### src/rtl/swr_pkg.sv
package swr_pkg;
  // Strobes from the control unit to the spare-entry datapath.
  typedef struct packed {
    logic allocEn;    // write addr+data and set flag of entry allocIdx
    logic refreshEn;  // replace data of the entry hit by faultAddr
    logic inEn;       // replace data of the entry hit by userAddr
    logic outEn;      // select spare data for the read in flight
  } swr_strobe_t;
endpackage

### src/rtl/swr_ctrl.sv
module swr_ctrl
  import swr_pkg::*;
#(
  parameter int NUM_SPARES = 4,
  localparam int IDX_W = (NUM_SPARES > 1) ? $clog2(NUM_SPARES) : 1,
  localparam int CNT_W = $clog2(NUM_SPARES + 1)
) (
  input  logic             clk,
  input  logic             rstN,
  input  logic             testMode,
  input  logic             faultPulse,
  input  logic             faultHitAny,
  input  logic             userHitAny,
  input  logic             userRdEn,
  input  logic             userWrEn,
  output swr_strobe_t      strobe,
  output logic [IDX_W-1:0] allocIdx,
  output logic             overflow
);
  localparam logic [CNT_W-1:0] LAST = CNT_W'(NUM_SPARES - 1);

  logic [CNT_W-1:0] usedCnt;
  logic             fullQ;
  logic             faultGo;

  assign faultGo = testMode & faultPulse & ~fullQ;

  always_comb begin
    strobe.allocEn   = faultGo & ~faultHitAny;
    strobe.refreshEn = faultGo & faultHitAny;
    strobe.inEn      = ~testMode & userWrEn & userHitAny;
    strobe.outEn     = ~testMode & userRdEn & userHitAny;
  end

  assign allocIdx = usedCnt[IDX_W-1:0];
  assign overflow = fullQ;

  always_ff @(posedge clk or negedge rstN) begin
    if (!rstN) begin
      usedCnt <= '0;
      fullQ   <= 1'b0;
    end else if (strobe.allocEn) begin
      usedCnt <= usedCnt + 1'b1;
      if (usedCnt == LAST) fullQ <= 1'b1;
    end
  end
endmodule

### src/rtl/swr_datapath.sv
module swr_datapath
  import swr_pkg::*;
#(
  parameter int NUM_SPARES = 4,
  parameter int ADDR_W     = 8,
  parameter int DATA_W     = 16,
  localparam int IDX_W = (NUM_SPARES > 1) ? $clog2(NUM_SPARES) : 1
) (
  input  logic                  clk,
  input  logic                  rstN,
  input  logic                  testMode,
  input  swr_strobe_t           strobe,
  input  logic [IDX_W-1:0]      allocIdx,
  input  logic [ADDR_W-1:0]     faultAddr,
  input  logic [DATA_W-1:0]     faultData,
  input  logic [ADDR_W-1:0]     bistAddr,
  input  logic [DATA_W-1:0]     bistWrData,
  input  logic                  bistRdEn,
  input  logic                  bistWrEn,
  input  logic [ADDR_W-1:0]     userAddr,
  input  logic [DATA_W-1:0]     userWrData,
  input  logic                  userRdEn,
  input  logic                  userWrEn,
  input  logic [DATA_W-1:0]     memRdData,
  output logic [ADDR_W-1:0]     memAddr,
  output logic [DATA_W-1:0]     memWrData,
  output logic                  memRdEn,
  output logic                  memWrEn,
  output logic [DATA_W-1:0]     rdData,
  output logic [NUM_SPARES-1:0] flagVec,
  output logic [NUM_SPARES-1:0] faultHitVec,
  output logic [NUM_SPARES-1:0] userHitVec
);
  logic [ADDR_W-1:0] addrQ [NUM_SPARES];
  logic [DATA_W-1:0] dataQ [NUM_SPARES];
  logic [DATA_W-1:0] hitData;
  logic [DATA_W-1:0] spareQ;
  logic              rdSelQ;

  // input multiplexer toward the main memory
  assign memAddr   = testMode ? bistAddr   : userAddr;
  assign memWrData = testMode ? bistWrData : userWrData;
  assign memRdEn   = testMode ? bistRdEn   : userRdEn;
  assign memWrEn   = testMode ? bistWrEn   : userWrEn;

  for (genvar i = 0; i < NUM_SPARES; i++) begin : g_entry
    assign faultHitVec[i] = flagVec[i] && (addrQ[i] == faultAddr);
    assign userHitVec[i]  = flagVec[i] && (addrQ[i] == userAddr);

    always_ff @(posedge clk or negedge rstN) begin
      if (!rstN) begin
        flagVec[i] <= 1'b0;
        addrQ[i]   <= '0;
        dataQ[i]   <= '0;
      end else if (strobe.allocEn && (allocIdx == IDX_W'(i))) begin
        flagVec[i] <= 1'b1;
        addrQ[i]   <= faultAddr;
        dataQ[i]   <= faultData;
      end else if (strobe.refreshEn && faultHitVec[i]) begin
        dataQ[i]   <= faultData;
      end else if (strobe.inEn && userHitVec[i]) begin
        dataQ[i]   <= userWrData;
      end
    end
  end

  always_comb begin
    hitData = '0;
    for (int i = 0; i < NUM_SPARES; i++)
      if (userHitVec[i]) hitData = hitData | dataQ[i];
  end

  // align the spare read with the memory's one-cycle read latency
  always_ff @(posedge clk or negedge rstN) begin
    if (!rstN) begin
      rdSelQ <= 1'b0;
      spareQ <= '0;
    end else begin
      rdSelQ <= strobe.outEn;
      if (strobe.outEn) spareQ <= hitData;
    end
  end

  // output multiplexer
  assign rdData = rdSelQ ? spareQ : memRdData;
endmodule

### src/rtl/spare_word_repair.sv
module spare_word_repair
  import swr_pkg::*;
#(
  parameter int NUM_SPARES = 4,
  parameter int ADDR_W     = 8,
  parameter int DATA_W     = 16,
  localparam int IDX_W = (NUM_SPARES > 1) ? $clog2(NUM_SPARES) : 1
) (
  input  logic              clk,
  input  logic              rstN,
  input  logic              testMode,
  input  logic              faultPulse,
  input  logic [ADDR_W-1:0] faultAddr,
  input  logic [DATA_W-1:0] faultData,
  input  logic [ADDR_W-1:0] bistAddr,
  input  logic [DATA_W-1:0] bistWrData,
  input  logic              bistRdEn,
  input  logic              bistWrEn,
  input  logic [ADDR_W-1:0] userAddr,
  input  logic [DATA_W-1:0] userWrData,
  input  logic              userRdEn,
  input  logic              userWrEn,
  output logic [ADDR_W-1:0] memAddr,
  output logic [DATA_W-1:0] memWrData,
  output logic              memRdEn,
  output logic              memWrEn,
  input  logic [DATA_W-1:0] memRdData,
  output logic [DATA_W-1:0] rdData,
  output logic              overflow
);
  swr_strobe_t           strobe;
  logic [IDX_W-1:0]      allocIdx;
  logic [NUM_SPARES-1:0] flagVec;
  logic [NUM_SPARES-1:0] faultHitVec;
  logic [NUM_SPARES-1:0] userHitVec;
  logic                  allocEn;

  assign allocEn = strobe.allocEn;

  swr_ctrl #(.NUM_SPARES(NUM_SPARES)) u_ctrl (
    .clk(clk), .rstN(rstN), .testMode(testMode), .faultPulse(faultPulse),
    .faultHitAny(|faultHitVec), .userHitAny(|userHitVec),
    .userRdEn(userRdEn), .userWrEn(userWrEn),
    .strobe(strobe), .allocIdx(allocIdx), .overflow(overflow)
  );

  swr_datapath #(.NUM_SPARES(NUM_SPARES), .ADDR_W(ADDR_W), .DATA_W(DATA_W)) u_dp (
    .clk(clk), .rstN(rstN), .testMode(testMode), .strobe(strobe), .allocIdx(allocIdx),
    .faultAddr(faultAddr), .faultData(faultData),
    .bistAddr(bistAddr), .bistWrData(bistWrData), .bistRdEn(bistRdEn), .bistWrEn(bistWrEn),
    .userAddr(userAddr), .userWrData(userWrData), .userRdEn(userRdEn), .userWrEn(userWrEn),
    .memRdData(memRdData), .memAddr(memAddr), .memWrData(memWrData),
    .memRdEn(memRdEn), .memWrEn(memWrEn), .rdData(rdData),
    .flagVec(flagVec), .faultHitVec(faultHitVec), .userHitVec(userHitVec)
  );
endmodule

### config.mk
export PLATFORM = sky130hd
export DESIGN_NAME = spare_word_repair
export DESIGN_NICKNAME = d
export VERILOG_FILES = /design/src/rtl/swr_pkg.sv /design/src/rtl/swr_ctrl.sv /design/src/rtl/swr_datapath.sv /design/src/rtl/spare_word_repair.sv
export SDC_FILE = /design/constraint.sdc
export NUM_CORES = 1
export LEC_CHECK = 0
export BUFFER_PORTS_ARGS = -buffer_cell sky130_fd_sc_hd__buf_2
export CAP_MARGIN = 20
export CORE_MARGIN = 10
export CORE_UTILIZATION = 39
export DETAILED_ROUTE_END_ITERATION = 10
export SLEW_MARGIN = 20
export SYNTH_ARGS = -nofsm -noshare
export SYNTH_HDL_FRONTEND = slang
export SYNTH_HIERARCHICAL = 1
export SYNTH_SLANG_ARGS = --single-unit
export TNS_END_PERCENT = 20
### constraint.sdc
create_clock -name clk -period 6.45 [get_ports clk]
set_clock_uncertainty 0.05 [all_clocks]
set_input_delay 0.9675 -clock clk [delete_from_list [all_inputs] [get_ports clk]]
set_output_delay 0.9675 -clock clk [all_outputs]
set_load 0.02 [all_outputs]
After elaboration in Yosys (flattened, before gate mapping)
Cells that the tools add are included.

storage, ports and cells
  bits in registers = 121
  input port bits = 96
  word-level logic and storage cells = 92

operators by class
  $add $sub $neg = 1
  eq/ne operators = 12
  mux-type cells = 21
  bitwise operators = 14
  reductions and logical operators = 28

operators with widths
  cell                                            number
  2-to-1 mux 16 bit                               18
  == test 8 bit                                   8
  OR 16 bit                                       3
  logical AND 1 bit                               20
  nonzero test 3 bit                              4
  bitwise AND 1 bit                               8
  2-to-1 mux 8 bit                                1
  OR reduction 4 bit                              2
  == test 2 bit (second input constant)           2
  adder 3 x 1 -> 3 bit (second input constant)    1
  == test 3 x 2 -> 1 bit (second input constant)  1
  inverter 1 bit                                  3
  == test 2 x 1 -> 1 bit (second input constant)  1
  zero test 2 bit                                 1
  2-to-1 mux 1 bit                                2
  AND reduction 2 bit                             1

Depth between registers and ports, before layout
Gate-level depths: netlist of run 1.

  depth after elaboration = 9
  gate-level depth with buffers = 15
  gate-level depth less buffers = 10

Cells and area by module
The synthesis of run 1 kept the hierarchy.

modules (own cells, without submodules)
  module             instances  cells each  area each (µm²)  seq. area each (µm²)
  swr_datapath       1          623         6715.2           2927.8
  swr_ctrl           1          20          242.7            100.1
  spare_word_repair  1          2           15.0             0.0

Worst setup path before layout of run 1
No wires, ideal clock.

  kind = input-to-reg
  from = input port userAddr[3]
  to = register u_dp/dataQ[37] in the netlist's numbering
  arrival time = 4.018 ns
  required time = 6.275 ns
  setup slack = 2.257 ns
  stages on the path = 13
  path buffers = 4
  path through = clkbuf_1 > xnor2_1 > nand3_1 > nor3_1 > clkbuf_1 > or4_1 > and3b_1 > inv_1 > or4_4 > buf_6 > buf_6 > mux2_4 > mux2_4

RTL lines
  what                           line                     source
  start, declared                spare_word_repair.sv:19  input logic [ADDR_W-1:0] userAddr,
  end signal, assigned by index  swr_datapath.sv:58       dataQ[i] <= faultData;
  end signal, assigned by index  swr_datapath.sv:60       dataQ[i] <= faultData;
  end signal, assigned by index  swr_datapath.sv:62       dataQ[i] <= userWrData;
  end, declared                  swr_datapath.sv:35       logic [DATA_W-1:0] dataQ [NUM_SPARES];

==> results.md, run 1 <==
* FF+latch count, synth at 121
* Initial core utilization at 40.0%
* Static Leak at 3.68 nW
* Antenna Cells at 0
* Htree depth at 4
* Clock insertion delay at the later pin of the skew report at 410 ps
* Antenna viol nets, final at 0
* # clock sinks at 121
* Critical path cell sequence: buf_2, xor2_1, or4_1, nor3_1, or4_1, and3b_1, inv_1, or4_1, mux2i_1, a21oi_1
* Die X at 154 um
* Final WL at 20.7 mm
* Ys Warns at 6
* Vias in the first global route at 5990
* TritonCTS Buffers at 17
* Top FF cell, synth: dfrtp_1
* MaxCap Viol Count at 0
* Design Power at 3.39 mW
* Synth Instances at 645
* Antenna violations before repair at 0
* Placer congestion estimate at 0.925
* Clk slew on worst S/H paths at 60 ps
* Vias per inst at 5.53
* Pin count of the biggest net entering global routing at 64
* First-pass GRT wire length at 33.3 mm
* Post-layout nets at 857
* Clock buffer depth at 2
* Asr flop ratio synth at 100%
* Slew @ Worst Pin at 1120 ps
* Mapped Area at 6970 um2
* Post-CTS Resized at 0
* Post-synth EDFFs at 0
* Post-route DRC at 0
* Final hold viol count at 0
* Commonest non-fill, non-tap cell in the layout: buf_2
* Finished Cell Area at 8420 um2
* Core Area at 17400 um2
* Tcrit/Tclk final at 64.9%
* Critical Path RT at 6680 ps
* Worst rel slew slack at 25.5%
* Dpl hpwl at 14.5 mm
* Fin crit period at 4190 ps
* Synth unique cells at 43
* Commonest cells after routing, fill and taps aside: 137 x buf_2, 121 x dfrtp_1, 83 x mux2_2
* RSZ-0062 raised after global routing: no
* Dominant cell type by area after synthesis: dfrtp_1
* Total GRT Usage at 17.4%
* Outcome: completed
* Largest delay share family, worst path: simple AND/OR/NAND/NOR gates
* Finish-stage setup viols at 0
* Die Span Y at 154 um
* Setup_tns at 0 ps
* Core Rows at 48
* WL/cell at 20.8 um
* Synth-to-Final Area Change at 20.8%
* Critical path's largest stage delay at 1050 ps
* Register area share after synthesis at 43.4%
* Synth area leaders: dfrtp_1 43%, mux2_2 13%, xnor2_1 4.9%
* Hold Crit Class: reg -> reg
* Mapped Nets at 743
* Slowest CP cell: or4_1
* Clock Tree Root: clkbuf_16
* Via count at 5509
* Cts hold-fix bufs at 0
* VDD IR max at 0.231 mV
* Detailed Route Iter0 Violations at 439
* Pwr dens at 402 nW/um2
* Crit Path Class: in -> reg
* # fillers at 1603
* Die area at 23600 um2
* # port buffers at 138
* DP Worst Slack at 1890 ps
* GRT Residual Overflow at 0
* CTS tree: built
* Setup crit end kind: register
* CP startpoint kind: input port
* I/O pin cnt at 139
* Setup ws final at 2260 ps
* Critical Path AT at 4410 ps
* Fmax at 239 MHz
* Crit-path max FO at 17
* Slew Viols, Final at 0
* Share of cells above drive strength 1 at 38.8%
* Area after DPL at 7810 um2
* Worst path bufs/invs at 2
* Fraction of synthesized cell area taken by the top area cell type at 43.4%
* Avg Cell Area, Syn at 10.8 um2
* Post-CTS setup buffers at 0
* CP dominant cell by count: or4_1
* First drt pass iteration count at 5
stage by stage:
step,util (%),hold WS [ps],cells
floorplan,-,398,645
global placement,44.8,426,965
detailed placement,44.9,440,965
CTS,48.3,454,996
global route,48.4,482,996
finish,48.4,446,996
power breakdown:
| group | switching (mW) | total (mW) | internal [mW] | leakage, nW |
|---|---|---|---|---|
| clock | 0.348 | 0.976 | 0.628 | 0.294 |
| sequential | 0.284 | 1.40 | 1.12 | 1.46 |
| combinational | 0.476 | 1.01 | 0.538 | 1.93 |
path summary, 6_finish.rpt:
kind                                                     to  slack [ps]  cells past startpoint                        start
worst max-delay path             u_dp/dataQ[51]$_DFFE_PN0P_        2260                     10                  userAddr[4]
worst min-delay path            u_dp/flagVec[3]$_DFFE_PN0P_         450                      1  u_dp/flagVec[3]$_DFFE_PN0P_
worst max register to register   u_dp/dataQ[51]$_DFFE_PN0P_        2540                      9    u_dp/addrQ[4]$_DFFE_PN0P_
worst min register to register  u_dp/flagVec[3]$_DFFE_PN0P_         450                      1  u_dp/flagVec[3]$_DFFE_PN0P_
max in group asynchronous         u_dp/dataQ[5]$_DFFE_PN0P_        4450                      2                         rstN
min in group asynchronous        u_dp/addrQ[23]$_DFFE_PN0P_         580                      1                         rstN
worst register-to-register path, cell delays in order (launching register included):
cell and delay, ps:
dfrtp_1 410, xor2_1 210, or4_1 860, nor3_1 290, or4_1 150, and3b_1 160, inv_1 130, or4_1 1060
mux2i_1 370, a21oi_1 100
layout make-up:
type,instances,area [um2],share of cell area [%]
tap,225,282,3.34
sequential,121,3030,35.9
clock inverter,10,143,1.69
timing repair buffer,149,776,9.21
multi-input combinational,462,3710,44.0
clock buffer,21,460,5.47
inverter,8,30.0,0.356
sequential cells by signal, summed over array words and instances (netlist names):
signal,cells
u_dp/dataQ,64
u_dp/addrQ,32
u_dp/spareQ,16
u_dp/flagVec,4
u_ctrl/usedCnt,3
u_ctrl/overflow,1
u_dp/rdSelQ,1
per-layer routing:
| metal | wire (um) | vias to the layer above | GRT usage, % |
|---|---|---|---|
| met5 | 0 | - | 0 |
| met4 | 256 | 0 | 4.45 |
| met3 | 1400 | 20 | 4.60 |
| met2 | 10500 | 213 | 29.9 |
| met1 | 8540 | 2688 | 21.1 |
| li1 | - | 2588 | - |
cell families after synthesis:
kind of cell               after synthesis  share of synthesized area (%)
AOI/OAI and AO/OA                      138                           12.3
xor gates and xnor gates                61                           7.88
adders and majority gates                2                          0.359
buffers and inverters                   62                           4.29
DFF                                    121                           43.4
muxes                                  137                           22.7
and+or+nand+nor                        124                           9.08
cell usage after synthesis, drive strengths merged (3+ instances only):
cell type,count
nor3,9
clkbuf,32
nand4,5
a31oi,32
o21ai,35
a21oi,32
or4,5
inv,8
a22oi,16
xnor2,41
nor4,5
nand3,23
nor2,33
a32oi,16
and2,3
mux2i,33
xor2,20
mux2,104
nand2,24
nand2b,7
dfrtp,121
buf,22
No activity file was read; power rests on OpenSTA's default activity.
==> run 2, diff against run 1 <==
- clock period: 6.45 -> 4 ns (I/O delays scaled with it)
==> run 2 against run 1 <==
Compared with the run above: global-route usage increased by 0.66 points; flip-flop and latch count unchanged; utilization increased by 0.34 points; clock power increased by 53%; critical path type is now reg -> reg; critical endpoint is now u_dp/dataQ[37]$_DFFE_PN0P_; largest cell class unchanged; highest routed layer unchanged.
==> results.md, run 2 (synthesis gave the netlist of run 1 again) <==
* Outcome: completed
* Register area at 3030 um2
* Post-CTS setup buffers at 0
* Setup ws final at 653 ps
* Net Sw Power at 1.82 mW
* MaxCap Viol Count at 0
* Critical path cell sequence: nand2b_1, o2111ai_1, or4_1, nor3_1, or4_1, and3b_1, inv_1, or4_4, mux2_4, mux2_4
* GRT Residual Overflow at 0
* Slowest CP cell: or4_4
* Dpl hpwl at 14.9 mm
* Post-route DRC at 0
* Core Area at 17400 um2
* Die X at 154 um
* Worst path bufs/invs at 1
* Finished Core Util at 48.7%
* Hold_ws at 167 ps
* Slew Viols, Final at 0
* Critical Path RT at 4250 ps
* Worst-case reg-to-reg path depth at 10
* Post-CTS Resized at 0
* Hold Crit Class: in -> async
* Detailed Route Iter0 Violations at 463
* Crit Path Class: reg -> reg
* RSZ-0062 raised after global routing: no
* Area of the multi-input gates at 3690 um2
* VDD IR max at 0.343 mV
* CTS tree: built
* Placer congestion estimate at 0.927
* Core Rows at 48
* Pwr dens at 639 nW/um2
* CP startpoint kind: register
* CP Depth at 10
* Tcrit/Tclk final at 83.7%
* # port buffers at 138
* DP Worst Slack at 355 ps
* Internal cell power at 3.60 mW
* Switching Fraction at 33.6%
* Fin crit period at 3350 ps
* Post-layout nets at 867
* Clock share of power at 27.4%
* Clk slew on worst S/H paths at 60 ps
* Die area at 23600 um2
* Die Span Y at 154 um
* Cts hold-fix bufs at 0
* Antenna violations before repair at 0
* Clock Tree Root: clkbuf_16
* Total GRT Usage at 18.1%
* Sequential Power Share at 41.9%
* Antenna Cells at 0
* Crit-path max FO at 16
* Setup_tns at 0 ps
* # clock sinks at 121
* Worst rel slew slack at 45.3%
* Finish-stage setup viols at 0
* Clock insertion delay at the later pin of the skew report at 420 ps
* Critical Path AT at 3600 ps
* Fmax at 299 MHz
* Share of cells above drive strength 1 at 39.3%
* First-pass GRT wire length at 34.3 mm
* # fillers at 1627
* Setup crit end kind: register
* Clock buffer depth at 2
* Largest registers: u_dp/dataQ x64, u_dp/addrQ x32, u_dp/spareQ x16
* WL/cell at 21.6 um
* First drt pass iteration count at 5
* Slew @ Worst Pin at 821 ps
* Design Power at 5.42 mW
* Via count at 5701
* Largest Register: u_dp/dataQ
* Synth-to-Final Area Change at 21.7%
* Static Leak at 3.70 nW
* Critical path's largest stage delay at 740 ps
* Commonest non-fill, non-tap cell in the layout: buf_2
* Initial core utilization at 40.0%
* Htree depth at 4
* Vias per inst at 5.66
* Vias in the first global route at 6155
* Commonest cells after routing, fill and taps aside: 137 x buf_2, 121 x dfrtp_1, 83 x mux2_2
* Final WL at 21.7 mm
* TritonCTS Buffers at 17
* Largest delay share family, worst path: simple AND/OR/NAND/NOR gates
* Largest register FFs at 64
* Pin count of the biggest net entering global routing at 54
* Antenna viol nets, final at 0
* I/O pin cnt at 139
* Comb pwr share at 30.6%
* Final hold viol count at 0
[run 2: cell types whose count changed in the layout (fill, tap and decap cells not counted), sizes merged]
cell,previous run,this run
buf,149,159
bufinv,3,1
clkbuf,21,23
clkinv,4,2
clkinvlp,1,5
inv,10,9
[run 2: stage by stage]
step	instances	cell area (um2)
floorplan	645	6970
global placement	975	7910
detailed placement	975	7910
CTS	1007	8480
global route	1007	8480
finish	1007	8480
[run 2: power by group through the flow]
stage / Combinational [mW] / Sequential, mW / Clock, mW
4_1_cts: 1.65 / 2.27 / 1.51
5_1_grt: 1.82 / 2.34 / 1.57
6_report: 1.66 / 2.27 / 1.49
3_5_place_dp: 1.64 / 2.28 / 0
3_3_place_gp: 1.59 / 2.26 / 0
2_1_floorplan: 1.26 / 2.12 / 0
[run 2: final timing paths]
check	slack, ps	start	endpoint
worst max register to register	650	u_dp/addrQ[5]$_DFFE_PN0P_	u_dp/dataQ[37]$_DFFE_PN0P_
min in group clk	400	faultData[9]	u_dp/dataQ[25]$_DFFE_PN0P_
worst min register to register	470	u_ctrl/overflow$_DFFE_PN0P_	u_ctrl/overflow$_DFFE_PN0P_
worst min-delay path	170	rstN	u_dp/addrQ[21]$_DFFE_PN0P_
max in group asynchronous	2590	rstN	u_dp/dataQ[61]$_DFFE_PN0P_
worst max-delay path	650	u_dp/addrQ[5]$_DFFE_PN0P_	u_dp/dataQ[37]$_DFFE_PN0P_
[run 2: final cells by class]
type	instances	area share [%]
repair buffers	159	10.3
flip-flops and latches	121	35.7
clock buffers	23	5.75
multi-input cells	462	43.5
inverters	8	0.354
clock inverters	9	1.06
well taps	225	3.32
[run 2: per-layer routing]
metal,up-vias,track usage [%],part of all wire [%]
met5,-,0,0
met3,56,5.19,7.9
met1,2755,21.5,40
met2,284,29.9,49
li1,2606,-,-
met4,0,7.56,2.8
[run 2: worst reg2reg max path, delay by kind of cell, from the launching register on]
family	cells	cell delay, ps
mux	2	630
compound gates	1	190
flops	1	440
simple gates	6	1810
buf+inv	1	100
